### src/rtl/spi_host_pkg.sv
package spi_host_pkg;

  // Control register, packed so that bit 0 is idleHigh and bit 6 is txInvert.
  typedef struct packed {
    logic txInvert;          // bit 6
    logic rxInvert;          // bit 5
    logic selActLow;         // bit 4
    logic quickStart;        // bit 3
    logic sampleLate;        // bit 2
    logic changeOnTrailing;  // bit 1
    logic idleHigh;          // bit 0
  } cfg_t;

  localparam int   CFG_W     = 7;
  localparam cfg_t CFG_RESET = 7'h10;

  // Strobes from control to datapath.
  typedef struct packed {
    logic load;    // transfer accepted
    logic toggle;  // sck edge this cycle
    logic drive;   // present next output bit
    logic sample;  // capture input bit
    logic finish;  // end of frame
  } strobe_t;

endpackage

### src/rtl/spi_host_regs.sv
module spi_host_regs
  import spi_host_pkg::*;
#(
  parameter int DIV_W = 8
) (
  input  logic             clk,
  input  logic             rstN,
  input  logic             cfgWe,
  input  logic [CFG_W-1:0] cfgIn,
  input  logic             divWe,
  input  logic [DIV_W-1:0] divIn,
  input  logic             load,
  input  logic             busy,
  output cfg_t             cfgAct,
  output logic [DIV_W-1:0] divAct
);

  cfg_t             cfgLive, cfgSnap;
  logic [DIV_W-1:0] divLive, divSnap;

  always_ff @(posedge clk or negedge rstN) begin
    if (!rstN) begin
      cfgLive <= CFG_RESET;
      divLive <= '0;
    end else begin
      if (cfgWe) cfgLive <= cfg_t'(cfgIn);
      if (divWe) divLive <= divIn;
    end
  end

  // Copy taken when a transfer is accepted, held until it ends.
  always_ff @(posedge clk or negedge rstN) begin
    if (!rstN) begin
      cfgSnap <= CFG_RESET;
      divSnap <= '0;
    end else if (load) begin
      cfgSnap <= cfgLive;
      divSnap <= divLive;
    end
  end

  assign cfgAct = busy ? cfgSnap : cfgLive;
  assign divAct = busy ? divSnap : divLive;

endmodule

### src/rtl/spi_host_ctrl.sv
module spi_host_ctrl
  import spi_host_pkg::*;
#(
  parameter int DIV_W  = 8,
  parameter int DATA_W = 8
) (
  input  logic             clk,
  input  logic             rstN,
  input  logic             start,
  input  logic [DIV_W-1:0] divAct,
  input  logic             changeOnTrailing,
  input  logic             sampleLate,
  input  logic             quickStart,
  output logic             busy,
  output strobe_t          stb
);

  localparam int TICKS = 2 * DATA_W;
  localparam int IDX_W = $clog2(TICKS + 1);
  localparam logic [IDX_W-1:0] LAST_IDX = IDX_W'(TICKS);
  localparam logic [IDX_W-1:0] PRE_LAST = IDX_W'(TICKS - 1);

  typedef enum logic {ST_IDLE, ST_RUN} state_t;

  state_t           state;
  logic [DIV_W-1:0] halfCnt;
  logic [IDX_W-1:0] tickIdx;
  logic             tick, lastTick, oddTick, leadChange;

  always_ff @(posedge clk or negedge rstN) begin
    if (!rstN) begin
      state   <= ST_IDLE;
      halfCnt <= '0;
      tickIdx <= '0;
    end else begin
      case (state)
        ST_IDLE: begin
          if (start) begin
            state   <= ST_RUN;
            halfCnt <= quickStart ? '0 : divAct;
            tickIdx <= '0;
          end
        end
        ST_RUN: begin
          if (halfCnt == '0) begin
            halfCnt <= divAct;
            if (tickIdx == LAST_IDX) state <= ST_IDLE;
            else tickIdx <= tickIdx + 1'b1;
          end else begin
            halfCnt <= halfCnt - 1'b1;
          end
        end
        default: state <= ST_IDLE;
      endcase
    end
  end

  // Tick k (0..TICKS-1) is sck edge k; tick TICKS closes the tail.
  assign tick       = (state == ST_RUN) && (halfCnt == '0);
  assign lastTick   = (tickIdx == LAST_IDX);
  assign oddTick    = tickIdx[0];
  assign leadChange = !changeOnTrailing;  // output moves on leading edges

  always_comb begin
    stb        = '0;
    stb.load   = (state == ST_IDLE) && start;
    stb.toggle = tick && !lastTick;
    stb.finish = tick && lastTick;
    if (changeOnTrailing) stb.drive = tick && oddTick && (tickIdx < PRE_LAST);
    else                  stb.drive = tick && !oddTick && !lastTick;
    if (sampleLate) stb.sample = tick && (oddTick != leadChange) && (tickIdx != '0);
    else            stb.sample = tick && (oddTick == leadChange) && !lastTick;
  end

  assign busy = (state == ST_RUN);

endmodule

### src/rtl/spi_host_dp.sv
module spi_host_dp
  import spi_host_pkg::*;
#(
  parameter int DATA_W = 8
) (
  input  logic              clk,
  input  logic              rstN,
  input  strobe_t           stb,
  input  logic [DATA_W-1:0] txByte,
  input  logic              idleHigh,
  input  logic              changeOnTrailing,
  input  logic              selActLow,
  input  logic              rxInvert,
  input  logic              txInvert,
  input  logic              sdi,
  output logic              sck,
  output logic              ss,
  output logic              sdo,
  output logic              done,
  output logic [DATA_W-1:0] rxByte
);

  logic [DATA_W-1:0] txShift, rxShift, rxNext;
  logic              sckLvl, selOn, sdoBit, sdiBit;

  assign sdiBit = sdi ^ rxInvert;
  assign rxNext = stb.sample ? {rxShift[DATA_W-2:0], sdiBit} : rxShift;

  always_ff @(posedge clk or negedge rstN) begin
    if (!rstN) begin
      txShift <= '0;
      rxShift <= '0;
      rxByte  <= '0;
      sckLvl  <= 1'b0;
      selOn   <= 1'b0;
      sdoBit  <= 1'b0;
      done    <= 1'b0;
    end else begin
      done <= stb.finish;
      if (stb.load) begin
        selOn   <= 1'b1;
        sckLvl  <= 1'b0;
        rxShift <= '0;
        if (changeOnTrailing) begin
          sdoBit  <= txByte[DATA_W-1];
          txShift <= txByte << 1;
        end else begin
          sdoBit  <= 1'b0;
          txShift <= txByte;
        end
      end else begin
        if (stb.toggle) sckLvl <= ~sckLvl;
        if (stb.drive) begin
          sdoBit  <= txShift[DATA_W-1];
          txShift <= txShift << 1;
        end
        rxShift <= rxNext;
        if (stb.finish) begin
          selOn  <= 1'b0;
          sckLvl <= 1'b0;
          sdoBit <= 1'b0;
          rxByte <= rxNext;
        end
      end
    end
  end

  assign sck = sckLvl ^ idleHigh;
  assign ss  = selOn ^ selActLow;
  assign sdo = sdoBit ^ txInvert;

endmodule

### src/rtl/spi_host_engine.sv
module spi_host_engine
  import spi_host_pkg::*;
#(
  parameter int DATA_W = 8,
  parameter int DIV_W  = 8
) (
  input  logic              clk,
  input  logic              rstN,
  input  logic              cfgWe,
  input  logic [CFG_W-1:0]  cfgIn,
  input  logic              divWe,
  input  logic [DIV_W-1:0]  divIn,
  input  logic              start,
  input  logic [DATA_W-1:0] txByte,
  output logic              busy,
  output logic              done,
  output logic [DATA_W-1:0] rxByte,
  output logic              sck,
  output logic              ss,
  output logic              sdo,
  input  logic              sdi
);

  cfg_t             cfgAct;
  logic [DIV_W-1:0] divAct;
  strobe_t          stb;

  spi_host_regs #(.DIV_W(DIV_W)) uRegs (
    .clk(clk), .rstN(rstN), .cfgWe(cfgWe), .cfgIn(cfgIn),
    .divWe(divWe), .divIn(divIn), .load(stb.load), .busy(busy),
    .cfgAct(cfgAct), .divAct(divAct)
  );

  spi_host_ctrl #(.DIV_W(DIV_W), .DATA_W(DATA_W)) uCtrl (
    .clk(clk), .rstN(rstN), .start(start), .divAct(divAct),
    .changeOnTrailing(cfgAct.changeOnTrailing),
    .sampleLate(cfgAct.sampleLate), .quickStart(cfgAct.quickStart),
    .busy(busy), .stb(stb)
  );

  spi_host_dp #(.DATA_W(DATA_W)) uDp (
    .clk(clk), .rstN(rstN), .stb(stb), .txByte(txByte),
    .idleHigh(cfgAct.idleHigh), .changeOnTrailing(cfgAct.changeOnTrailing),
    .selActLow(cfgAct.selActLow), .rxInvert(cfgAct.rxInvert),
    .txInvert(cfgAct.txInvert), .sdi(sdi),
    .sck(sck), .ss(ss), .sdo(sdo), .done(done), .rxByte(rxByte)
  );

endmodule

### config.mk
export PLATFORM = sky130hd
export DESIGN_NAME = spi_host_engine
export DESIGN_NICKNAME = d
export VERILOG_FILES = /design/src/rtl/spi_host_pkg.sv /design/src/rtl/spi_host_regs.sv /design/src/rtl/spi_host_ctrl.sv /design/src/rtl/spi_host_dp.sv /design/src/rtl/spi_host_engine.sv
export SDC_FILE = /design/constraint.sdc
export NUM_CORES = 1
export LEC_CHECK = 0
export ABC_AREA = 1
export BUFFER_PORTS_ARGS = -buffer_cell sky130_fd_sc_hd__buf_2
export CORE_MARGIN = 2
export CORE_UTILIZATION = 45
export CTS_CLUSTER_SIZE = 25
export DETAILED_ROUTE_END_ITERATION = 10
export PLACE_DENSITY_LB_ADDON = 0.08
export SETUP_SLACK_MARGIN = 0.5
export SLEW_MARGIN = 20
export SYNTH_ARGS = -nofsm -noshare
export SYNTH_HDL_FRONTEND = slang
export SYNTH_HIERARCHICAL = 1
export SYNTH_SLANG_ARGS = --single-unit
### constraint.sdc
create_clock -name clk -period 2.4 [get_ports clk]
set_input_delay 0.48 -clock clk [delete_from_list [all_inputs] [get_ports clk]]
set_output_delay 0.48 -clock clk [all_outputs]
set_load 0.02 [all_outputs]
==> summary.md, run 1 <==
| Metric | Value |
|---|---|
| Total CTS buffers | `9` |
| CP required | `2.65 ns` |
| Worst hold margin | `0.111 ns` |
| Worst-path clk slew | `0.09 ns` |
| Power Density | `880 nW/um2` |
| Peak supply drop | `0.338 mV` |
| GRT Util Overall | `0.186` |
| Htree depth | `3` |
| Vias in the first global route | `2867` |
| Final wirelength | `8080 um` |
| ANT cells | `0` |
| Max_cap viols | `0` |
| Worst Hold Class | `primary input to asynchronous set/reset pin` |
| Die Area | `9120 um2` |
| Kind of critical path | `flop to flop` |
| Status | `finished, final reports clean` |
| Vias per Instance | `4.77` |
| GP Congestion | `0.833` |
| Fin crit share | `0.789` |
| DIE HEIGHT | `95.5 um` |
| CP delay by family, top | `simple AND/OR/NAND/NOR gates` |
| First-pass GRT wire length | `13300 um` |
| Worst Path Max Fanout | `5` |
| Port bufs | `41` |
| Residual DRC count | `0` |
| Site row count | `33` |
| Tightest Pin Transition | `0.552 ns` |
| Num ports | `42` |
| Netlist cell types | `33` |
| Max-Slew Margin vs Limit | `0.632` |
| Initial antenna violation count | `0` |
| Average cell area after synthesis | `7.64 um2` |
| Root buf cell | `clkbuf_8` |
| Critical path buffer and inverter count | `3` |
| Critical Path Most Common Cell | `nand2_1` |
| TritonCTS clock tree | `done` |
| Syn Inst Count | `493` |
| Bufs on Longest Clock Path | `2` |
| Largest net degree at the start of global routing | `29` |
| Fin. Hold Viols | `0` |
| WP data arrival | `2.14 ns` |
| Setup TNS | `0 ns` |
| Vias after detailed routing | `3162` |
| Final slew viol count | `0` |
| Commonest non-fill, non-tap cell in the layout | `nand2_1` |
| DR iter-0 viols | `150` |
| Drt first pass iters | `4` |
| #FFs+latches synth | `72` |
| Post-Syn Nets | `526` |
| Initial Util | `0.461` |
| Post-Route Utilization | `0.551` |
| Unrepaired setup endpoints after global routing | `yes` |
| # setup viols final | `0` |
| Worst stage delay on the critical path | `0.47 ns` |
| Die X | `95.5 um` |
| Tmin final | `1.89 ns` |
| Core ar. | `8180 um2` |
| Cell area after synthesis | `3770 um2` |
| WL per Instance | `12.2 um` |
| Sequential element share of the synthesized area | `0.479` |
| Synth Warn # | `6` |
| Slowest-stage cell, CP | `dfrtp_2` |
| P_leak | `2.37 nW` |
| Crit. End Element | `flop` |
| Hpwl dp | `5610 um` |
| Clock skew | `0.0132 ns` |
| Antenna-violating nets left | `0` |
| Area grow syn2layout | `19.7%` |
| Share of cells above drive strength 1 | `0.251` |
| Startpoint types | `flop` |
| Crit path cell chain | `buf_6 > nand2_1 > nand2_2 > nand2_1 > inv_1 > or2_4 > nor2_4 > nand2_2 > o31ai_4 > buf_2 > nand3_1 > nand3_1 > nand2_1` |
| F_max | `0.528 GHz` |
| Clock Sinks | `72` |
| GRT Residual Overflow | `0` |
| Commonest non-fill, non-tap cells in the layout | `nand2_1, dfrtp_1, buf_2` |
| Final nets | `586` |
| Clock Latency Late Sink | `0.35 ns` |
kinds of logic after synthesis:
group	share of synthesized area
AND/OR/NAND/NOR	0.361
buffers and inverters	0.0824
adder cells (fa/ha/maj)	0.0133
AO/OA/AOI/OAI	0.0508
flip-flops	0.479
XOR/XNOR	0.0139
layer usage:
metal	global-route usage	wire (um)
met5	0	0
met4	0.0536	65
met3	0.0395	303
met2	0.276	3550
met1	0.275	4160
worst register-to-register path: stages (launching register included):
cell     delay (ns)
dfrtp_2        0.47
buf_6          0.14
nand2_1        0.06
nand2_2        0.07
nand2_1        0.06
inv_1          0.05
or2_4          0.26
nor2_4         0.08
nand2_2        0.07
o31ai_4        0.07
buf_2          0.23
nand3_1        0.11
nand3_1        0.09
nand2_1        0.05
where the power goes:
part	switching, mW	total [mW]	internal [mW]
clock network	0.480	1.10	0.617
registers	0.229	1.72	1.49
logic	0.687	1.15	0.466
total	1.40	3.97	2.57
synthesized netlist by cell type, drive strengths merged:
cell type  number  share of area
nand2         240           0.25
buf            15          0.038
a21oi           9          0.013
or2             2         0.0033
dfstp           2          0.014
clkinv          1         0.0013
o21ai          24          0.034
nand3          34          0.050
nor2           41          0.055
nor3            1         0.0013
dfrtp          70           0.46
nand4           3         0.0050
xnor2           1         0.0023
o31ai           2         0.0040
xor2            5          0.012
inv            39          0.043
ha              4          0.013
registers in the layout (all words and copies together) (netlist names), 5 cells and up:
| register | count |
|---|---|
| uDp/rxShift | 8 |
| uDp/rxByte | 8 |
| uCtrl/halfCnt | 8 |
| uRegs/cfgLive | 7 |
| uRegs/divLive | 8 |
| uDp/txShift | 8 |
| uCtrl/tickIdx | 5 |
| uRegs/divSnap | 8 |
| uRegs/cfgSnap | 7 |
stage by stage:
step                total power, mW  std cells  worst slack, ns  area (um2)
CTS                            3.90        655            0.474        4360
floorplan                      2.49        493            0.407        3790
global route                   4.25        663            0.406        4510
finish                         3.97        663            0.506        4510
global placement               2.74        634            0.391        4070
detailed placement             2.76        634            0.387        4070
area by class of cell:
cell class / instances / area [um2]
inverter: 40 / 178
sequential: 72 / 1810
fill: 776 / 3670
tap: 105 / 131
multi-input combinational: 366 / 1760
clock inverter: 6 / 90.1
clock buffer: 10 / 138
timing repair buffer: 64 / 410
repair_timing:
item,CTS,global route
gates resized for setup,12,29
hold buffers,0,0
setup buffers,5,7
gates cloned,0,1
setup endpoints to repair,26,27
pin swaps,4,11
final timing paths:
path / start / endpoint / slack [ns] / cells past startpoint
worst max-delay path: uCtrl/busy / uDp/rxByte[0] / 0.51 / 13
worst min-delay path: rstN / uCtrl/halfCnt[1] / 0.11 / 1
worst max register to register: uCtrl/busy / uDp/rxByte[0] / 0.51 / 13
worst min register to register: uRegs/cfgSnap[4] / uRegs/cfgSnap[4] / 0.47 / 2
max in group asynchronous: rstN / uRegs/cfgSnap[4] / 1.62 / 2
min in group clk: divIn[4] / uRegs/divLive[4] / 0.32 / 3
Power figures use the tool's default switching activity.
==> run 2, diff against run 1 <==
==> constraint.sdc (replaced) <==
create_clock -name clk -period 1.8 [get_ports clk]
set_input_delay 0.36 -clock clk [delete_from_list [all_inputs] [get_ports clk]]
set_output_delay 0.36 -clock clk [all_outputs]
set_load 0.02 [all_outputs]
==> summary.md, run 2 (synthesized netlist as in run 1, its figures left out) <==
| Metric | Value |
|---|---|
| Unrepaired setup endpoints after global routing | `yes` |
| Failing checks | `setup timing` |
| Tightest Pin Transition | `0.403 ns (-0.149 ns)` |
| Largest net degree at the start of global routing | `73 (+150%)` |
| Total CTS buffers | `9 (unchanged)` |
| Root buf cell | `clkbuf_8` |
| F_max | `0.528 GHz (about the same)` |
| TritonCTS clock tree | `done` |
| Combinational share of power | `0.383 (+0.092)` |
| Site row count | `33 (unchanged)` |
| Antenna-violating nets left | `0 (unchanged)` |
| First-pass GRT wire length | `14900 um (+12%)` |
| Clock group share of total power | `0.218 (-0.059)` |
| Crit. End Element | `flop` |
| Flop pwr share | `0.399 (-0.034)` |
| Cell-internal power | `3.67 mW (+43%)` |
| Switching Power | `2.25 mW (+61%)` |
| Max_cap viols | `0 (unchanged)` |
| Status | `finished, violations left` |
| Clock Latency Late Sink | `0.34 ns (about the same)` |
| Fin worst setup slack | `-0.0926 ns (-0.599 ns)` |
| Bufs on Longest Clock Path | `2 (unchanged)` |
| GRT Util Overall | `0.210 (+0.0242)` |
| Commonest non-fill, non-tap cell in the layout | `nand2_1` |
| Placed inst area | `4260 um2 (+4.8%)` |
| Share of cells above drive strength 1 | `0.451 (+0.200)` |
| GRT Residual Overflow | `0 (unchanged)` |
| DR iter-0 viols | `171 (+14%)` |
| ANT cells | `0 (unchanged)` |
| Fin crit share | `1.05 (+0.262)` |
| DIE HEIGHT | `95.5 um (unchanged)` |
| Vias per Instance | `5.00 (+4.8%)` |
| Die Area | `9120 um2 (unchanged)` |
| Fin. Hold Viols | `0 (unchanged)` |
| Startpoint types | `flop` |
| Die X | `95.5 um (unchanged)` |
| Htree depth | `3 (unchanged)` |
| Inst Count DP | `644 (+1.6%)` |
| Net Sw Frac | `0.380 (+0.0283)` |
| Kind of critical path | `flop to flop` |
| Max-Slew Margin vs Limit | `0.732 (+0.0997)` |
| Final wirelength | `9950 um (+23%)` |
| WL per Instance | `14.1 um (+16%)` |
| Initial Util | `0.461 (unchanged)` |
| # setup viols final | `16 (+16)` |
| Setup TNS | `-0.856 ns (-0.856 ns)` |
| P_leak | `2.84 nW (+20%)` |
| Worst Hold Class | `primary input to asynchronous set/reset pin` |
| Peak supply drop | `0.638 mV (+89%)` |
| Core ar. | `8180 um2 (unchanged)` |
| Vias after detailed routing | `3529 (+12%)` |
| Commonest non-fill, non-tap cells in the layout | `nand2_1, dfrtp_1, nand2_2` |
| Num ports | `42 (unchanged)` |
| Hold buffers post-CTS | `0 (unchanged)` |
| Hpwl dp | `5300 um (-5.5%)` |
| Port bufs | `41 (unchanged)` |
| GP Congestion | `0.790 (-5.2%)` |
| Final Instance Area | `5610 um2 (+25%)` |
| Worst hold margin | `0.0138 ns (-0.0973 ns)` |
| Post-Route Utilization | `0.687 (+0.135)` |
| Power Density | `1050 nW/um2 (+20%)` |
| WP data arrival | `2.12 ns (-0.02 ns)` |
| RR Endpoint | `uDp/rxShift[2]` |
| Final nets | `629 (+7.3%)` |
| Initial antenna violation count | `0 (unchanged)` |
| Residual DRC count | `0 (unchanged)` |
| CP required | `2.03 ns (-0.62 ns)` |
| Final slew viol count | `0 (unchanged)` |
| Clock skew | `0.0116 ns (-0.00163 ns)` |
| Vias in the first global route | `3171 (+11%)` |
| Worst Path Max Fanout | `7 (+2)` |
| Clock Sinks | `72 (unchanged)` |
| Reg-to-Reg Start | `uCtrl/busy` |
| R2r setup slk | `-0.09 ns (-0.60 ns)` |
| Post-Layout Cell Count | `706 (+6.5%)` |
| Tmin final | `1.89 ns (-0.00128 ns)` |
| Drt first pass iters | `5 (+1)` |
| Worst-path clk slew | `0.09 ns (about the same)` |
| Area grow syn2layout | `49.0%` |
| R2R cell count | `12 (-1)` |
-- run 2: area by class of cell --
| cell class | count | area [um2] |
|---|---|---|
| multi-input cells | 366 | 2240 |
| clock buffers | 9 | 124 |
| repair inverters | 2 | 13.8 |
| repair buffers | 105 | 992 |
| clock inverters | 7 | 70.1 |
| flip-flops and latches | 72 | 1810 |
| inverters | 40 | 235 |
| fillers | 644 | 2560 |
| well taps | 105 | 131 |
-- run 2: routing by layer --
| layer | vias up | global-route usage | part of all wire |
|---|---|---|---|
| met3 | 16 | 0.0411 | 0.044 |
| met5 | - | 0 | 0 |
| met4 | 0 | 0.0512 | 0.013 |
| met1 | 1679 | 0.306 | 0.45 |
| met2 | 98 | 0.323 | 0.49 |
| li1 | 1736 | - | - |
-- run 2: power groups by stage --
stage / Sequential (mW) / Combinational [mW] / Clock [mW]
6_report: 2.36 / 2.27 / 1.29
5_1_grt: 2.41 / 2.48 / 1.41
4_1_cts: 2.31 / 1.93 / 1.32
3_5_place_dp: 2.32 / 1.52 / 0
3_3_place_gp: 2.31 / 1.50 / 0
2_1_floorplan: 2.25 / 1.17 / 0
-- run 2: repair_timing --
| action | in CTS | in global routing |
|---|---|---|
| cloned | 5 | 2 |
| buffers inserted | 27 | 12 |
| hold endpoints to repair | 0 | 0 |
| setup endpoints to repair | 61 | 63 |
| gates resized for setup | 103 | 114 |
| pin swaps | 27 | 51 |
-- run 2: stage by stage --
stage          worst slack, ns  total power, mW
4_1_cts                 0.0235             5.57
5_1_grt                 -0.142             6.31
6_report               -0.0926             5.92
2_1_floorplan           -0.193             3.42
3_5_place_dp           -0.0152             3.84
3_3_place_gp          0.000116             3.81
-- run 2: critical path, stage by stage, from the launching register on --
cell	delay (ns)
dfrtp_2	0.46
clkinv_4	0.08
nand2_4	0.05
nand2_4	0.09
nand2_2	0.05
inv_2	0.06
or2_4	0.14
nand2_4	0.05
o31ai_4	0.29
buf_6	0.20
clkinv_8	0.10
o21ai_4	0.15
nor2_1	0.07
-- run 2: how the worst max path moves through the flow --
stage / startpoint / to / slack, ns / depth (start not counted)
floorplan: uCtrl/busy / uDp/rxByte[6] / -0.19 / 13
global placement: uCtrl/busy / uDp/rxByte[6] / 0.0001 / 12
detailed placement: uCtrl/busy / uDp/rxByte[6] / -0.02 / 12
CTS: uCtrl/busy / ss / 0.02 / 6
global route: uCtrl/busy / uDp/rxShift[2] / -0.14 / 13
finish: uCtrl/busy / uDp/rxShift[2] / -0.09 / 12
==> run 3, diff against run 2 <==
--- a/config.mk
+++ b/config.mk
@@ -11,7 +11,7 @@
 export CORE_UTILIZATION = 45
 export CTS_CLUSTER_SIZE = 25
 export DETAILED_ROUTE_END_ITERATION = 10
-export PLACE_DENSITY_LB_ADDON = 0.08
+export PLACE_DENSITY_LB_ADDON = 0.12
 export SETUP_SLACK_MARGIN = 0.5
 export SLEW_MARGIN = 20
 export SYNTH_ARGS = -nofsm -noshare
==> summary.md, run 3 (synthesized netlist as in run 1, its figures left out) <==
| Metric | Value |
|---|---|
| Die Area | `9120 um2 (unchanged)` |
| Fin. Hold Viols | `0 (unchanged)` |
| Inst Count DP | `649 (+0.78%)` |
| Residual DRC count | `0 (unchanged)` |
| Kind of critical path | `flop to flop` |
| Switching Power | `2.08 mW (-7.7%)` |
| Clock skew | `0.00946 ns (-0.00214 ns)` |
| Clock Latency Late Sink | `0.35 ns (about the same)` |
| GP Congestion | `0.798 (+1.1%)` |
| Peak supply drop | `0.501 mV (-22%)` |
| Worst Hold Class | `primary input to flop` |
| Hold Path Cell Cnt | `3` |
| Area grow syn2layout | `36.2%` |
| Final slew viol count | `0 (unchanged)` |
| Startpoint types | `flop` |
| Tmin final | `1.80 ns (-0.0948 ns)` |
| Antenna-violating nets left | `0 (unchanged)` |
| Port bufs | `41 (unchanged)` |
| Combinational share of power | `0.348 (-0.035)` |
| Htree depth | `3 (unchanged)` |
| Max_cap viols | `0 (unchanged)` |
| P_leak | `2.71 nW (-4.3%)` |
| Initial Util | `0.461 (unchanged)` |
| Die X | `95.5 um (unchanged)` |
| WP data arrival | `2.04 ns (-0.08 ns)` |
| Hpwl dp | `5720 um (+8.0%)` |
| GRT Residual Overflow | `0 (unchanged)` |
| Site row count | `33 (unchanged)` |
| ANT cells | `0 (unchanged)` |
| Clock Sinks | `72 (unchanged)` |
| Flop pwr share | `0.397 (-0.002)` |
| R2r setup slk | `0.002 ns (+0.09 ns)` |
| Bufs on Longest Clock Path | `2 (unchanged)` |
| WL per Instance | `12.5 um (-11%)` |
| Fin crit share | `0.999 (-0.0526)` |
| Post-Route Utilization | `0.627 (-0.0591)` |
| Total CTS buffers | `9 (unchanged)` |
| Cell-internal power | `3.79 mW (+3.3%)` |
| Worst hold margin | `0.208 ns (+0.194 ns)` |
| Commonest non-fill, non-tap cells in the layout | `nand2_1, dfrtp_1, buf_2` |
| TritonCTS clock tree | `done` |
| Root buf cell | `clkbuf_8` |
| Status | `finished, final reports clean` |
| Commonest non-fill, non-tap cell in the layout | `nand2_1` |
| # setup viols final | `0 (-16)` |
| Fill cells | `699 (+8.5%)` |
| DIE HEIGHT | `95.5 um (unchanged)` |
| Vias per Instance | `4.82 (-3.6%)` |
| Tightest Pin Transition | `0.365 ns (-0.0380 ns)` |
| Max-Slew Margin vs Limit | `0.757 (+0.0250)` |
| Worst-path clk slew | `0.08 ns (about the same)` |
| GRT Util Overall | `0.196 (-0.0144)` |
| Net Sw Frac | `0.354 (-0.0262)` |
| Final nets | `609 (-3.2%)` |
| DR iter-0 viols | `150 (-12%)` |
| F_max | `0.556 GHz (+5.3%)` |
| Vias after detailed routing | `3307 (-6.3%)` |
| First-pass GRT wire length | `14000 um (-6.4%)` |
| Final wirelength | `8600 um (-14%)` |
| Num ports | `42 (unchanged)` |
| Worst Path Max Fanout | `7 (unchanged)` |
| Crit. End Element | `flop` |
| Largest net degree at the start of global routing | `30 (-59%)` |
| Vias in the first global route | `3038 (-4.2%)` |
| CP required | `2.04 ns (about the same)` |
| Drt first pass iters | `4 (-1)` |
| Unrepaired setup endpoints after global routing | `yes` |
| Power Density | `1140 nW/um2 (+8.4%)` |
| Share of cells above drive strength 1 | `0.365 (-0.0860)` |
| Clock group share of total power | `0.256 (+0.038)` |
| Initial antenna violation count | `0 (unchanged)` |
| R2R cell count | `13 (+1)` |
| Core ar. | `8180 um2 (unchanged)` |
| Post-Layout Cell Count | `686 (-2.8%)` |
## run 3: area by class of cell
cell class / instances / area [um2] / area share
Multi-Input combinational cell: 366 / 2070 / 0.404
Clock buffer: 11 / 151 / 0.0295
Clock inverter: 5 / 86.3 / 0.0168
Sequential cell: 72 / 1810 / 0.352
Timing Repair Buffer: 87 / 696 / 0.136
Tap cell: 105 / 131 / 0.0256
Inverter: 40 / 186 / 0.0363
## run 3: layer usage
layer / global-route usage / vias up / share of wire
met4: 0.0583 / 0 / 0.010
met1: 0.284 / 1537 / 0.48
li1: - / 1693 / -
met2: 0.295 / 67 / 0.47
met3: 0.0443 / 10 / 0.041
met5: 0 / - / 0
## run 3: timing repair
item                                    4_1_cts  5_1_grt
gates resized for setup                      59       68
hold endpoints to repair                      6        0
pin swaps                                    13       25
cloned                                        1        0
setup buffers                                10        9
hold buffers                                  1        0
endpoints found under the setup margin       61       63
## run 3: worst paths after layout
path	endpoint	startpoint
min in group asynchronous	uCtrl/halfCnt[4]	rstN
hold / removal	uRegs/divLive[6]	divIn[6]
setup / recovery	uDp/rxByte[4]	uCtrl/busy
max in group asynchronous	uRegs/cfgSnap[5]	rstN
setup reg to reg	uDp/rxByte[4]	uCtrl/busy
hold reg to reg	uRegs/cfgSnap[4]	uRegs/cfgSnap[4]
## run 3: worst max-delay path, stage by stage, from the launching register on
cell      delay, ns
dfrtp_2        0.44
clkinv_4       0.09
nand2_4        0.07
nand2_4        0.06
nand2_2        0.05
inv_2          0.03
or2_4          0.27
nor2_4         0.09
nand2_2        0.07
o31ai_4        0.07
buf_6          0.18
inv_8          0.05
o21ai_4        0.14
o21ai_1        0.08
## run 3: power by group through the flow
| stage | Combinational (mW) | Sequential [mW] | Clock [mW] |
|---|---|---|---|
| after floorplan | 1.17 | 2.25 | 0 |
| after global placement | 1.50 | 2.32 | 0 |
| after detailed placement | 1.52 | 2.32 | 0 |
| after CTS | 1.77 | 2.30 | 1.53 |
| after global routing | 2.28 | 2.37 | 1.62 |
| final | 2.04 | 2.33 | 1.50 |
## run 3: metrics by stage
step	total power, mW	setup slack [ns]	instance area, um2	setup TNS (ns)
after floorplan	3.42	-0.193	3880	-2.40
after global placement	3.82	0.00458	4290	0
after detailed placement	3.85	-0.0548	4290	-0.422
after CTS	5.60	0.0154	4800	0
after global routing	6.27	-0.102	5130	-1.11
final	5.87	0.00219	5130	0
